## config.mk

```make
export PLATFORM = sky130hd
export DESIGN_NAME = chain_reader
export DESIGN_NICKNAME = d
export VERILOG_FILES = /design/src/rtl/chain_reader_pkg.sv /design/src/rtl/chain_reader_seq.sv /design/src/rtl/chain_reader_sclk.sv /design/src/rtl/chain_reader_deser.sv /design/src/rtl/chain_reader.sv
export SDC_FILE = /design/constraint.sdc
export NUM_CORES = 1
export LEC_CHECK = 0
export BUFFER_PORTS_ARGS = -buffer_cell sky130_fd_sc_hd__buf_2
export CORE_AREA = 3 3 68 70
export CTS_CLUSTER_DIAMETER = 150
export CTS_CLUSTER_SIZE = 8
export DETAILED_ROUTE_END_ITERATION = 12
export DIE_AREA = 0 0 71 73
export GPL_ROUTABILITY_DRIVEN = 0
export PLACE_DENSITY = 0.79
export RECOVER_POWER = 25
export SLEW_MARGIN = 25
export SYNTH_ARGS = -nofsm -noshare
export SYNTH_HDL_FRONTEND = slang
export SYNTH_HIERARCHICAL = 1
export SYNTH_SLANG_ARGS = --single-unit
```

## constraint.sdc

```tcl
create_clock -name clk_i -period 7.3 [get_ports clk_i]
set_input_delay 0 -clock clk_i [delete_from_list [all_inputs] [get_ports clk_i]]
set_output_delay 0 -clock clk_i [all_outputs]
set_load 0.03 [all_outputs]
```

## src/rtl/chain_reader_pkg.sv

```systemverilog
package chain_reader_pkg;
  typedef enum logic [2:0] {
    ST_IDLE,
    ST_CONV,
    ST_WAIT_HI,
    ST_WAIT_LO,
    ST_READ
  } seq_state_e;
endpackage

```

## src/rtl/chain_reader_seq.sv

```systemverilog
module chain_reader_seq
  import chain_reader_pkg::*;
#(
  parameter int CNV_W = 3
) (
  input  logic       clk_i,
  input  logic       rst_ni,
  input  logic       start_i,
  input  logic       busy_i,
  input  logic       frame_done_i,
  output seq_state_e state_o
);
  localparam int CW = $clog2(CNV_W + 1);

  seq_state_e    state_q;
  logic [CW-1:0] cnt_q;

  always_ff @(posedge clk_i or negedge rst_ni) begin
    if (!rst_ni) begin
      state_q <= ST_IDLE;
      cnt_q   <= '0;
    end else begin
      case (state_q)
        ST_IDLE: if (start_i) begin
          state_q <= ST_CONV;
          cnt_q   <= '0;
        end
        ST_CONV: begin
          cnt_q <= cnt_q + 1'b1;
          if (cnt_q == CW'(CNV_W - 1)) state_q <= ST_WAIT_HI;
        end
        ST_WAIT_HI: if (busy_i)       state_q <= ST_WAIT_LO;
        ST_WAIT_LO: if (!busy_i)      state_q <= ST_READ;
        ST_READ:    if (frame_done_i) state_q <= ST_IDLE;
        default:                      state_q <= ST_IDLE;
      endcase
    end
  end

  assign state_o = state_q;

  // a request during readout does not restart anything
  p_start_ignored_r9: assert property (@(posedge clk_i) disable iff (!rst_ni)
    (state_q == ST_READ && !frame_done_i) |=> state_q == ST_READ);
  // readout is entered only from the wait for busy to fall
  p_read_entry_r3: assert property (@(posedge clk_i) disable iff (!rst_ni)
    (state_q != ST_READ) ##1 (state_q == ST_READ) |-> $past(state_q) == ST_WAIT_LO);
endmodule

```

## src/rtl/chain_reader_sclk.sv

```systemverilog
module chain_reader_sclk #(
  parameter int DIV   = 4,
  parameter int TOTAL = 48
) (
  input  logic clk_i,
  input  logic rst_ni,
  input  logic read_i,
  input  logic busy_i,
  output logic sclk_o,
  output logic sample_o,
  output logic done_o
);
  localparam int HALF = DIV / 2;
  localparam int CW   = (DIV > 2) ? $clog2(DIV) : 1;
  localparam int PW   = $clog2(TOTAL + 1);

  logic [CW-1:0] cnt_q;
  logic [PW-1:0] pcnt_q;
  logic          sclk_q;
  logic          run;

  // clock is frozen whenever busy is high
  assign run = read_i && !busy_i;

  always_ff @(posedge clk_i or negedge rst_ni) begin
    if (!rst_ni) begin
      cnt_q  <= '0;
      pcnt_q <= '0;
      sclk_q <= 1'b0;
    end else if (!read_i) begin
      cnt_q  <= '0;
      pcnt_q <= '0;
      sclk_q <= 1'b0;
    end else if (run) begin
      cnt_q <= (cnt_q == CW'(DIV - 1)) ? '0 : cnt_q + 1'b1;
      if (cnt_q == CW'(HALF - 1)) sclk_q <= 1'b1;
      if (cnt_q == CW'(DIV - 1)) begin
        sclk_q <= 1'b0;
        pcnt_q <= pcnt_q + 1'b1;
      end
    end
  end

  assign sclk_o   = sclk_q;
  assign sample_o = run && (cnt_q == CW'(HALF - 1));
  assign done_o   = run && (cnt_q == CW'(DIV - 1)) && (pcnt_q == PW'(TOTAL - 1));

  // pulse count never passes the frame length
  p_pulse_bound_r4: assert property (@(posedge clk_i) disable iff (!rst_ni)
    read_i |-> pcnt_q < PW'(TOTAL));
  // no rising serial clock after a busy cycle
  p_no_sclk_busy_r5: assert property (@(posedge clk_i) disable iff (!rst_ni)
    $rose(sclk_q) |-> !$past(busy_i));
endmodule

```

## src/rtl/chain_reader_deser.sv

```systemverilog
module chain_reader_deser #(
  parameter int WORD_W = 16,
  parameter int N_DEV  = 3,
  parameter int IDX_W  = 2
) (
  input  logic              clk_i,
  input  logic              rst_ni,
  input  logic              clear_i,
  input  logic              sample_i,
  input  logic              sd_i,
  output logic [WORD_W-1:0] word_o,
  output logic              valid_o,
  output logic [IDX_W-1:0]  idx_o
);
  localparam int BW = $clog2(WORD_W);

  logic [WORD_W-2:0] sr_q;
  logic [BW-1:0]     bcnt_q;
  logic [IDX_W-1:0]  wcnt_q;

  always_ff @(posedge clk_i or negedge rst_ni) begin
    if (!rst_ni) begin
      sr_q    <= '0;
      bcnt_q  <= '0;
      wcnt_q  <= '0;
      word_o  <= '0;
      valid_o <= 1'b0;
      idx_o   <= '0;
    end else begin
      valid_o <= 1'b0;
      if (clear_i) begin
        bcnt_q <= '0;
        wcnt_q <= '0;
      end else if (sample_i) begin
        sr_q <= {sr_q[WORD_W-3:0], sd_i};
        if (bcnt_q == BW'(WORD_W - 1)) begin
          bcnt_q  <= '0;
          word_o  <= {sr_q, sd_i};
          valid_o <= 1'b1;
          idx_o   <= wcnt_q;
          wcnt_q  <= wcnt_q + 1'b1;
        end else begin
          bcnt_q <= bcnt_q + 1'b1;
        end
      end
    end
  end

  // valid is a single-cycle pulse
  p_valid_pulse_r8: assert property (@(posedge clk_i) disable iff (!rst_ni)
    valid_o |=> !valid_o);
  // index stays within the chain
  p_idx_range_r8: assert property (@(posedge clk_i) disable iff (!rst_ni)
    valid_o |-> idx_o < IDX_W'(N_DEV));
endmodule

```

## src/rtl/chain_reader.sv

```systemverilog
module chain_reader
  import chain_reader_pkg::*;
#(
  parameter int N_DEV       = 3,
  parameter int WORD_W      = 16,
  parameter int CNV_W       = 3,
  parameter int SCLK_DIV    = 4,
  parameter int SYS_HZ      = 100_000_000,
  parameter int SCLK_MAX_HZ = 40_000_000,
  localparam int IDX_W      = (N_DEV > 1) ? $clog2(N_DEV) : 1
) (
  input  logic              clk_i,
  input  logic              rst_ni,
  input  logic              start_i,
  input  logic              busy_i,
  output logic              cnv_o,
  output logic              cs_no,
  output logic              rd_no,
  output logic              sclk_o,
  input  logic              sdata_i,
  output logic [WORD_W-1:0] word_o,
  output logic              word_valid_o,
  output logic [IDX_W-1:0]  word_idx_o
);
  localparam int TOTAL = WORD_W * N_DEV;

  // elaboration guard on divider and rate
  if (SCLK_DIV < 2 || (SCLK_DIV % 2) != 0) begin : g_bad_div
    $error("SCLK_DIV must be even and >= 2");
  end
  if ((SYS_HZ / SCLK_DIV) > SCLK_MAX_HZ) begin : g_bad_rate
    $error("serial clock rate above SCLK_MAX_HZ");
  end

  seq_state_e state;
  logic       reading;
  logic       sample;
  logic       frame_done;

  chain_reader_seq #(.CNV_W(CNV_W)) u_seq (
    .clk_i        (clk_i),
    .rst_ni       (rst_ni),
    .start_i      (start_i),
    .busy_i       (busy_i),
    .frame_done_i (frame_done),
    .state_o      (state)
  );

  assign reading = (state == ST_READ);
  assign cnv_o   = (state == ST_CONV);
  assign cs_no   = !reading;
  assign rd_no   = !reading;

  chain_reader_sclk #(.DIV(SCLK_DIV), .TOTAL(TOTAL)) u_sclk (
    .clk_i    (clk_i),
    .rst_ni   (rst_ni),
    .read_i   (reading),
    .busy_i   (busy_i),
    .sclk_o   (sclk_o),
    .sample_o (sample),
    .done_o   (frame_done)
  );

  chain_reader_deser #(.WORD_W(WORD_W), .N_DEV(N_DEV), .IDX_W(IDX_W)) u_deser (
    .clk_i    (clk_i),
    .rst_ni   (rst_ni),
    .clear_i  (!reading),
    .sample_i (sample),
    .sd_i     (sdata_i),
    .word_o   (word_o),
    .valid_o  (word_valid_o),
    .idx_o    (word_idx_o)
  );

  // serial clock high only inside readout
  p_sclk_in_read_r4: assert property (@(posedge clk_i) disable iff (!rst_ni)
    sclk_o |-> !cs_no);
  // select and read enable move together
  p_sel_pair_r3: assert property (@(posedge clk_i) disable iff (!rst_ni)
    cs_no == rd_no);
  // select falls only after busy was low
  p_sel_after_busy_r3: assert property (@(posedge clk_i) disable iff (!rst_ni)
    $fell(cs_no) |-> !$past(busy_i));
  // no convert pulse during readout
  p_cnv_not_read_r2: assert property (@(posedge clk_i) disable iff (!rst_ni)
    cnv_o |-> cs_no);
endmodule

```

==> flow_summary_export.csv <==
group,metric,value,unit
place,hpwl,2.93,mm
clock_network,cts_num_sinks,54,
die,die_w,71,um
grt,grt_max_degree,55,
layout,layout_common_cells,"dfrtp_1 (54), buf_2 (26), mux2_2 (24), mux2_4 (9)",
sta,slew_headroom,-86.1,%
layout,ff_latch_area,1350,um^2
sta,fin_setup_tns,0,ns
worst_setup_path,cp-end-kind,"flip-flop",
clock_network,numCtsBuffers,5,
die,pin_count,28,
clock_network,htreeDepth,2,
logic_synthesis,ys_ff_latch,54,
sta,period_needed,2.96,ns
detailed_routing,postRouteAntennaNets,0,
pwr,powerDensity,229,nW/um^2
grt,antenna_found_initial,0,
clock_network,cts_resized,0,
logic_synthesis,synth-seq-area-share,56.1,%
sta,worst_pin_slew,2.79,ns
sta,finalCritPeriodShare,40.6,%
sta,skew,0.00454,ns
sta,fmax,338,MHz
layout,utilization,66.1,%
layout,mostFrequentLayoutCell,"dfrtp_1",
detailed_routing,drt_wl_total,4.17,mm
sta,hold_violations,0,
grt,track_usage,18.2,%
worst_setup_path,arrival,3.16,ns
worst_setup_path,criticalPathCategory,"flip-flop to flip-flop",
detailed_routing,drc_errors,0,
grt,use_met2,31.5,%
outcome,violations,"max-capacitance violations, max-slew violations",
pwr,peakVddDrop,133,uV
worst_setup_path,path_max_fanout,19,
logic_synthesis,synth-edff-count,0,
run,cap_violations,1,
grt,grt_overflow_total,0,
grt,grt_pass1_wl,7.20,mm
clock_network,cts_tree,"done",
layout,nets,217,
layout,area_growth,10.5,%
sta,setup_viol,0,
clock_network,clock_latency,0.30,ns
logic_synthesis,ys_types,40,
outcome,status,"finished with violations",
logic_synthesis,syn_area,2410,um^2
die,dieArea,5180,um^2
clock_network,ctsRootBufferMaster,"clkbuf_8",
place,dp.cells,248,
grt,busiest_layer,"met2",
layout,n_fill_cell,303,
logic_synthesis,avgSynthCellArea,13.5,um^2
sta,rsz0062_at_grt,"no",
logic_synthesis,yosysTopAreaCell,"dfrtp_1",
sta,finalMaxSlewViolations,55,
clock_network,clk_pin_slew_worst_paths,0.09,ns
clock_network,cts_buffer_depth,2,
grt,grt_util_met3,5.51,%
pwr,power,0.609,mW
worst_setup_path,rrSetupSlack,4.34,ns
logic_synthesis,synthCells,179,
worst_setup_path,worst-path-buf-inv,0,
sta,hold_ws,0.0126,ns
die,placeableCoreArea,4030,um^2
layout,final_area,2660,um^2
die,dieHeight,73,um
grt,gr-usage-met1,21.6,%
worst_setup_path,cp.required,7.50,ns
logic_synthesis,synth_top_area_share,56.1,%
layout,antenna_cells,0,
detailed_routing,wl_per_cell,16.1,um
die,initial_core_util,59.8,%
layout,layout.cells.non_filler,258,
place,numPortBuffers,27,
logic_synthesis,synth_warnings,6,
worst_setup_path,critPathSlowestCell,"nor3b_2",
place,place_area,2530,um^2
logic_synthesis,synth_flop_cell,"dfrtp_1",
die,fp-row-count,23,
logic_synthesis,async_flop_share,100,%
logic_synthesis,synth_area_leaders,"dfrtp_1 (56%), mux2_2 (11%), mux2_4 (5.6%)",
place,pre_cts_slack,3.93,ns
grt,first_global_vias,1468,
worst_setup_path,slowest_delay,0.57,ns
sta,fin_ws,4.34,ns
logic_synthesis,syn_nets,189,
worst_setup_path,crit_path_start_kind,"flip-flop",
detailed_routing,drt_iter0_markers,108,
layout,multiInputGateArea,955,um^2
detailed_routing,via_per_inst,5.56,
pwr,p_leak,1.35,nW
layout,layout-drive-gt1-share,36.5,%
worst_setup_path,cpLargestDelayFamily,"simple AND/OR/NAND/NOR gates",
detailed_routing,via_count,1434,
detailed_routing,drt_pass1_iterations,4,
worst_setup_path,cp_cell_sequence,"nor3b_2 > and3_1 > nor2b_4 > and4_4 > mux2_2",
worst_hold_path,hp-class,"input pin to flip-flop",
area by class of cell:
class	instances	area share, %
clock buffer	5	2.59
clock inverter	3	1.65
inverter	7	0.987
multi-input combinational	110	35.9
sequential	54	50.8
tap	50	2.35
timing repair buffer	29	5.78
final timing paths:
check	from	endpoint	depth (start not counted)
worst max-delay path	u_seq/state_o[2]$_DFFE_PN0P_	u_deser/word_o[14]$_DFFE_PN0P_	5
worst min-delay path	busy_i	u_seq/state_o[2]$_DFFE_PN0P_	2
worst max register to register	u_seq/state_o[2]$_DFFE_PN0P_	u_deser/word_o[14]$_DFFE_PN0P_	5
worst min register to register	u_seq/cnt_q[0]$_DFFE_PN0P_	u_seq/cnt_q[0]$_DFFE_PN0P_	1
max in group asynchronous	rst_ni	u_sclk/pcnt_q[3]$_DFFE_PN0P_	2
min in group asynchronous	rst_ni	u_deser/word_o[6]$_DFFE_PN0P_	2
worst reg2reg max path, stage by stage (launching register included):
cell     delay (ns)
dfrtp_1        0.50
nor3b_2        0.57
and3_1         0.42
nor2b_4        0.47
and4_4         0.51
mux2_2         0.39
routing by layer:
layer  routed length [um]  vias to the layer above
met5                    0                        -
met4                   49                        0
met3                  163                        6
met2                 2250                       29
met1                 1700                      719
li1                     -                      680
Yosys cell counts (3+ instances only):
cell,instances
buf_6,4
nor3b_1,3
and2_1,3
o21ai_0,6
dfrtp_1,54
inv_1,5
a21oi_1,8
mux2i_1,6
ha_1,5
nand4_1,3
nand2_1,8
mux2_4,9
nor2_1,7
mux2_2,24
power by group:
| part | internal (mW) | total (mW) | switching [mW] | leakage, nW |
|---|---|---|---|---|
| sequential | 0.311 | 0.331 | 0.0198 | 0.747 |
| clock | 0.103 | 0.199 | 0.0959 | 0.0585 |
| combinational | 0.0290 | 0.0791 | 0.0501 | 0.545 |
state kept, by name, indices dropped and copies added (netlist names):
register	flops
u_sclk/pcnt_q	6
u_deser/sr_q	15
u_deser/valid_o	1
u_sclk/cnt_q	2
u_deser/bcnt_q	4
u_seq/state_o	3
u_deser/word_o	16
u_seq/cnt_q	2
u_deser/idx_o	2
u_deser/wcnt_q	2
u_sclk/sclk_o	1
cell families after synthesis:
kind of cell	synth area share [%]
xor+xnor	1.45
compound gates	4.83
fa+ha+maj	2.60
flops	56.1
simple gates	11.2
buf+inv	4.47
mux	19.3
timing repair:
action / 4_1_cts / 5_1_grt
hold buffers: 2 / 0
endpoints found under the hold margin: 56 / 0
setup buffers: 0 / 0
Power figures use the tool's default switching activity.
